`src/rtl/intr_pkg.sv`:
```
package intr_pkg;

    // Register state of the edge latch
    typedef struct packed {
        logic prev;   // previous synchronised pin level, resets high
        logic pend;   // NMI waiting for the core
    } nmi_state_t;

    localparam int unsigned PIN_COUNT = 2;
    localparam int unsigned PIN_NMI   = 0;
    localparam int unsigned PIN_IRQ   = 1;

endpackage

```
`src/rtl/intr_sync.sv`:
```
module intr_sync #(
    parameter int unsigned WIDTH  = 2,
    parameter int unsigned STAGES = 2
) (
    input  logic             clk,
    input  logic             rst_n,
    input  logic [WIDTH-1:0] din,
    output logic [WIDTH-1:0] dout
);
    localparam int unsigned LAST = STAGES - 1;

    logic [WIDTH-1:0] stage_d [STAGES];
    logic [WIDTH-1:0] stage_q [STAGES];

    always_comb begin
        stage_d[0] = din;
        for (int i = 1; i < STAGES; i++) begin
            stage_d[i] = stage_q[i-1];
        end
    end

    // Each stage resets to the inactive (high) pin level
    for (genvar g = 0; g < STAGES; g++) begin : g_stage
        always_ff @(posedge clk or negedge rst_n) begin
            if (!rst_n) stage_q[g] <= '1;
            else        stage_q[g] <= stage_d[g];
        end
    end

    assign dout = stage_q[LAST];
endmodule

```
`src/rtl/intr_nmi_latch.sv`:
```
module intr_nmi_latch
    import intr_pkg::*;
(
    input  logic clk,
    input  logic rst_n,
    input  logic nmi_lvl,    // synchronised pin, active low
    input  logic nmi_ack,
    output logic nmi_pend
);
    nmi_state_t st_d;
    nmi_state_t st_q;
    logic       fall;

    always_comb begin
        fall      = st_q.prev & ~nmi_lvl;
        st_d.prev = nmi_lvl;
        // A fresh edge beats a simultaneous acknowledge
        st_d.pend = fall | (st_q.pend & ~nmi_ack);
    end

    always_ff @(posedge clk or negedge rst_n) begin
        if (!rst_n) begin
            st_q.prev <= 1'b1;
            st_q.pend <= 1'b0;
        end else begin
            st_q <= st_d;
        end
    end

    assign nmi_pend = st_q.pend;
endmodule

```
`src/rtl/intr_arbiter.sv`:
```
module intr_arbiter #(
    parameter int unsigned STATUS_W = 8,
    parameter int unsigned MASK_BIT = 2
) (
    input  logic                at_boundary,
    input  logic                nmi_pend,
    input  logic                irq_lvl,      // synchronised pin, active low
    input  logic [STATUS_W-1:0] cpu_status,
    output logic                take_nmi,
    output logic                take_irq
);
    logic irq_live;

    always_comb begin
        irq_live = ~irq_lvl & ~cpu_status[MASK_BIT];
        take_nmi = at_boundary & nmi_pend;
        take_irq = at_boundary & ~nmi_pend & irq_live;
    end
endmodule

```
`src/rtl/intr_boundary_detect.sv`:
```
module intr_boundary_detect
    import intr_pkg::*;
#(
    parameter int unsigned STATUS_W    = 8,
    parameter int unsigned MASK_BIT    = 2,
    parameter int unsigned SYNC_STAGES = 2
) (
    input  logic                clk,
    input  logic                rst_n,
    input  logic                nmi_pin_n,
    input  logic                irq_pin_n,
    input  logic [STATUS_W-1:0] cpu_status,
    input  logic                at_boundary,
    input  logic                nmi_ack,
    output logic                take_nmi,
    output logic                take_irq
);
    logic [PIN_COUNT-1:0] pins_raw;
    logic [PIN_COUNT-1:0] pins_sync;
    logic                 nmi_lvl;
    logic                 irq_lvl;
    logic                 nmi_pend;

    assign pins_raw[PIN_NMI] = nmi_pin_n;
    assign pins_raw[PIN_IRQ] = irq_pin_n;

    intr_sync #(.WIDTH(PIN_COUNT), .STAGES(SYNC_STAGES)) u_sync (
        .clk  (clk),
        .rst_n(rst_n),
        .din  (pins_raw),
        .dout (pins_sync)
    );

    assign nmi_lvl = pins_sync[PIN_NMI];
    assign irq_lvl = pins_sync[PIN_IRQ];

    intr_nmi_latch u_latch (
        .clk     (clk),
        .rst_n   (rst_n),
        .nmi_lvl (nmi_lvl),
        .nmi_ack (nmi_ack),
        .nmi_pend(nmi_pend)
    );

    intr_arbiter #(.STATUS_W(STATUS_W), .MASK_BIT(MASK_BIT)) u_arb (
        .at_boundary(at_boundary),
        .nmi_pend   (nmi_pend),
        .irq_lvl    (irq_lvl),
        .cpu_status (cpu_status),
        .take_nmi   (take_nmi),
        .take_irq   (take_irq)
    );
endmodule

```
`config.mk`:
```
export PLATFORM = sky130hd
export DESIGN_NAME = intr_boundary_detect
export DESIGN_NICKNAME = d
export VERILOG_FILES = /design/src/rtl/intr_pkg.sv /design/src/rtl/intr_sync.sv /design/src/rtl/intr_nmi_latch.sv /design/src/rtl/intr_arbiter.sv /design/src/rtl/intr_boundary_detect.sv
export SDC_FILE = /design/constraint.sdc
export NUM_CORES = 1
export LEC_CHECK = 0
export ABC_AREA = 1
export BUFFER_PORTS_ARGS = -buffer_cell sky130_fd_sc_hd__buf_2
export CAP_MARGIN = 20
export CORE_AREA = 3 3 40 42
export DETAILED_ROUTE_END_ITERATION = 8
export DIE_AREA = 0 0 43 45
export PLACE_DENSITY = 0.47
export SLEW_MARGIN = 20
export SYNTH_ARGS = -nofsm -noshare
export SYNTH_HDL_FRONTEND = slang
export SYNTH_SLANG_ARGS = --single-unit
export TNS_END_PERCENT = 20
```
`constraint.sdc`:
```
create_clock -name clk -period 0.8 [get_ports clk]
set_input_delay 0.12 -clock clk [delete_from_list [all_inputs] [get_ports clk]]
set_output_delay 0.12 -clock clk [all_outputs]
set_load 0.01 [all_outputs]
```
==> reports/results.ini <==
[yosys]
postSynthAreaPerCell_um2=10.8
mappedNetlistArea_um2=205
ys_ff_latch=6
synthTopCellsByArea=sky130_fd_sc_hd__dfstp_2 64%, sky130_fd_sc_hd__dfrtp_1 12%, sky130_fd_sc_hd__inv_1 11%, sky130_fd_sc_hd__nand2_1 11%, sky130_fd_sc_hd__nor2_1 1.8%
synth.yosys.seq_area_share_pct=76.2
synth_warnings=0
yosys.area_share.simple_pct=12.8
synthAdderAreaFrac_pct=0
synthesis.instances=19
synth-xor-area-share_pct=0
synth_cell_type_count=5
synth_top_family_by_area=simple AND/OR/NAND/NOR gates
synth_top_area_share_pct=64.0
synth_compound_gate_area_share_pct=0
synth_nets=33
synth.mux.area_fraction_pct=0
yosys.area.top_type=sky130_fd_sc_hd__dfstp_2

[layout]
final-instance-count-excl-fill=49
layout-drive-gt1-share_pct=50.0
antenna_cells_inserted=0
area_growth_from_synthesis_to_layout_pct=56.1
n_fill_cell=135
num-nets-final=49
multi_input_area_um2=26.3
ff_latch_area_um2=156

[route]
route.detailed.wl_per_inst_um=6.45
via_per_inst=3.04
postRouteWirelength_um=316
drc=0
ant_nets=0
detailroute.via_count=149
dr.pass1.iters=2
drt-initial-drc-count=1

[sta]
unrepaired_setup_endpoints_after_global_routing=yes
max_slew_violation_count=0
worst_hold_slack_ps=103
setup_slack_ps=-308
maxSlewHeadroom_pct=91.3
max_slew.worst_pin.slew_ps=131
fin_setup_tns_ps=-470
report.final.setup_viol=2
max_clock_freq_ghz=0.902
final_hold_viol_count=0
finalClockSkew_ps=10.3
finalCritPeriodShare_pct=139
min_period_ps=1110

[run_status]
outcome=finished with violations
violations=setup timing

[worst_setup_path]
cp-endpoint=take_irq
critical_path.endpoint_type=output pin
r2r-start=u_sync.dout[0]
reg2reg_to=u_latch.nmi_pend
worstPathArrival_ps=990
timing.critical_path.from_type=flop
worst_setup_path_startpoint=u_sync.dout[1]
r2r_slack_ps=60
critical_path.max_fanout=1
critPathRequiredTime_ps=680
timing_worst_setup_path_type=flop to output pin
reg2reg_depth=3

[power]
power.sequential.fraction_pct=49.0
powerDensity_nw_per_um2=2160
p_int_mw=0.551
pwr-share-clk_pct=43.2
p_leak_nw=0.176
total_switching_power_mw=0.140
combinational_power_share_pct=7.8
post-layout-total-power_mw=0.691
max-vdd-ir-drop_mv=1.13
power.switching_fraction_pct=20.3

[place]
buffer_ports.inserted=8
placed_cells_incl_taps=42
preCtsSetupSlack_ps=-52.0
place.gp.congestion=0.643

[clocking]
cts_num_sinks=6
ctsRootBufferMaster=sky130_fd_sc_hd__clkbuf_4
postCtsSetupBuffers=0
htree_num_levels=1
ctsLongestPathBuffers=2
cts_inserted_buffers=3
clkLatencyLatePin_ps=240
clkTransAtPathRegs_ps=50
tritoncts=built

[grt]
total_global_route_track_usage_pct=4.11
number_of_global_route_vias_before_repair=169
global_route.overflow_total=0
grt_start_max_net_pins=7
number_of_antenna_violations_at_the_first_check_in_global_routing=0
grt_pass1_wl_um=558

[floorplanning]
floorplan.die.width_um=43
die_y_um=45
core_um2=1280
rows=13
initial_utilization_pct=16.0
die_area_um2=1940
floorplan.io_pins=16

[min_path]
hold_path.startpoint=nmi_ack
hold_path_class=input pin to flop

[run]
max_cap_violations=0

[synthesized netlist by cell type]
master / instances
sky130_fd_sc_hd__dfrtp_1: 1
sky130_fd_sc_hd__dfstp_2: 5
sky130_fd_sc_hd__inv_1: 6
sky130_fd_sc_hd__nand2_1: 6
sky130_fd_sc_hd__nor2_1: 1
[metal layers]
layer / part of all wire (%) / routed length [um] / up-vias / global-route usage [%]
li1: - / - / 83 / -
met1: 43 / 137 / 55 / 3.44
met2: 38 / 120 / 11 / 6.59
met3: 19 / 59 / 0 / 5.18
met4: 0 / 0 / 0 / 0
met5: 0 / 0 / - / 0
[kinds of logic (layout without fill, tap and decap cells)]
| group | count (synthesis) | count (layout) |
|---|---|---|
| buffers and inverters | 6 | 21 |
| flip-flops | 6 | 6 |
| AND/OR/NAND/NOR | 7 | 7 |
[per-stage QoR]
step	cell area (um2)	util, %
detailed placement	264	20.5
global placement	264	20.5
global route	320	24.9
finish	320	24.9
CTS	320	24.9
floorplan	205	-
[layout by cell type, fill, tap and decap left out]
| cell type | n |
|---|---|
| sky130_fd_sc_hd__dfrtp_1 | 1 |
| sky130_fd_sc_hd__nor2_1 | 1 |
| sky130_fd_sc_hd__nand2_1 | 6 |
| sky130_fd_sc_hd__inv_1 | 5 |
| sky130_fd_sc_hd__buf_2 | 8 |
| sky130_fd_sc_hd__dlygate4sd3_1 | 3 |
| sky130_fd_sc_hd__inv_2 | 1 |
| sky130_fd_sc_hd__dfstp_2 | 5 |
| sky130_fd_sc_hd__clkbuf_1 | 1 |
| sky130_fd_sc_hd__clkbuf_4 | 3 |
[repair_timing]
| action | in CTS | in global routing |
|---|---|---|
| resized for setup | 0 | 1 |
| pin swaps | 1 | 0 |
| setup endpoints to repair | 2 | 2 |
| cloned | 0 | 0 |
| hold buffers | 3 | 0 |
| endpoints found under the hold margin | 8 | 0 |
[how the worst min path moves through the flow]
stage	endpoint	slack, ps	cells after the start
after floorplan	u_latch.nmi_pend	-180	0
after global placement	u_latch.nmi_pend	-50	1
after detailed placement	u_latch.nmi_pend	-50	1
after CTS	u_latch.nmi_pend	100	4
after global routing	u_latch.nmi_pend	130	4
final	u_latch.nmi_pend	100	4
[state kept, by name, indices dropped and copies added, names as in the netlist]
name and flops:
u_latch.nmi_pend 1, u_sync.stage_d 2, u_sync.dout 2, u_latch.st_q 1
[worst max-delay path: stages (launching register included)]
cell	delay, ps
sky130_fd_sc_hd__dfstp_2	520
sky130_fd_sc_hd__inv_2	30
sky130_fd_sc_hd__nand2_1	40
sky130_fd_sc_hd__nor2_1	30
sky130_fd_sc_hd__buf_2	130
[power by group through the flow]
stage,Sequential (mW),Clock (mW),Combinational (mW)
after floorplan,0.341,0,0.0174
after global placement,0.342,0,0.0432
after detailed placement,0.342,0,0.0432
after CTS,0.338,0.314,0.0543
after global routing,0.340,0.346,0.0621
final,0.338,0.298,0.0537
[area by class of cell]
cell class	instances	area share, %
multi-input combinational	7	8.20
inverter	6	7.03
clock buffer	4	8.20
timing repair buffer	11	21.9
sequential	6	48.8
tap	15	5.86
No activity file was read; power rests on OpenSTA's default activity.
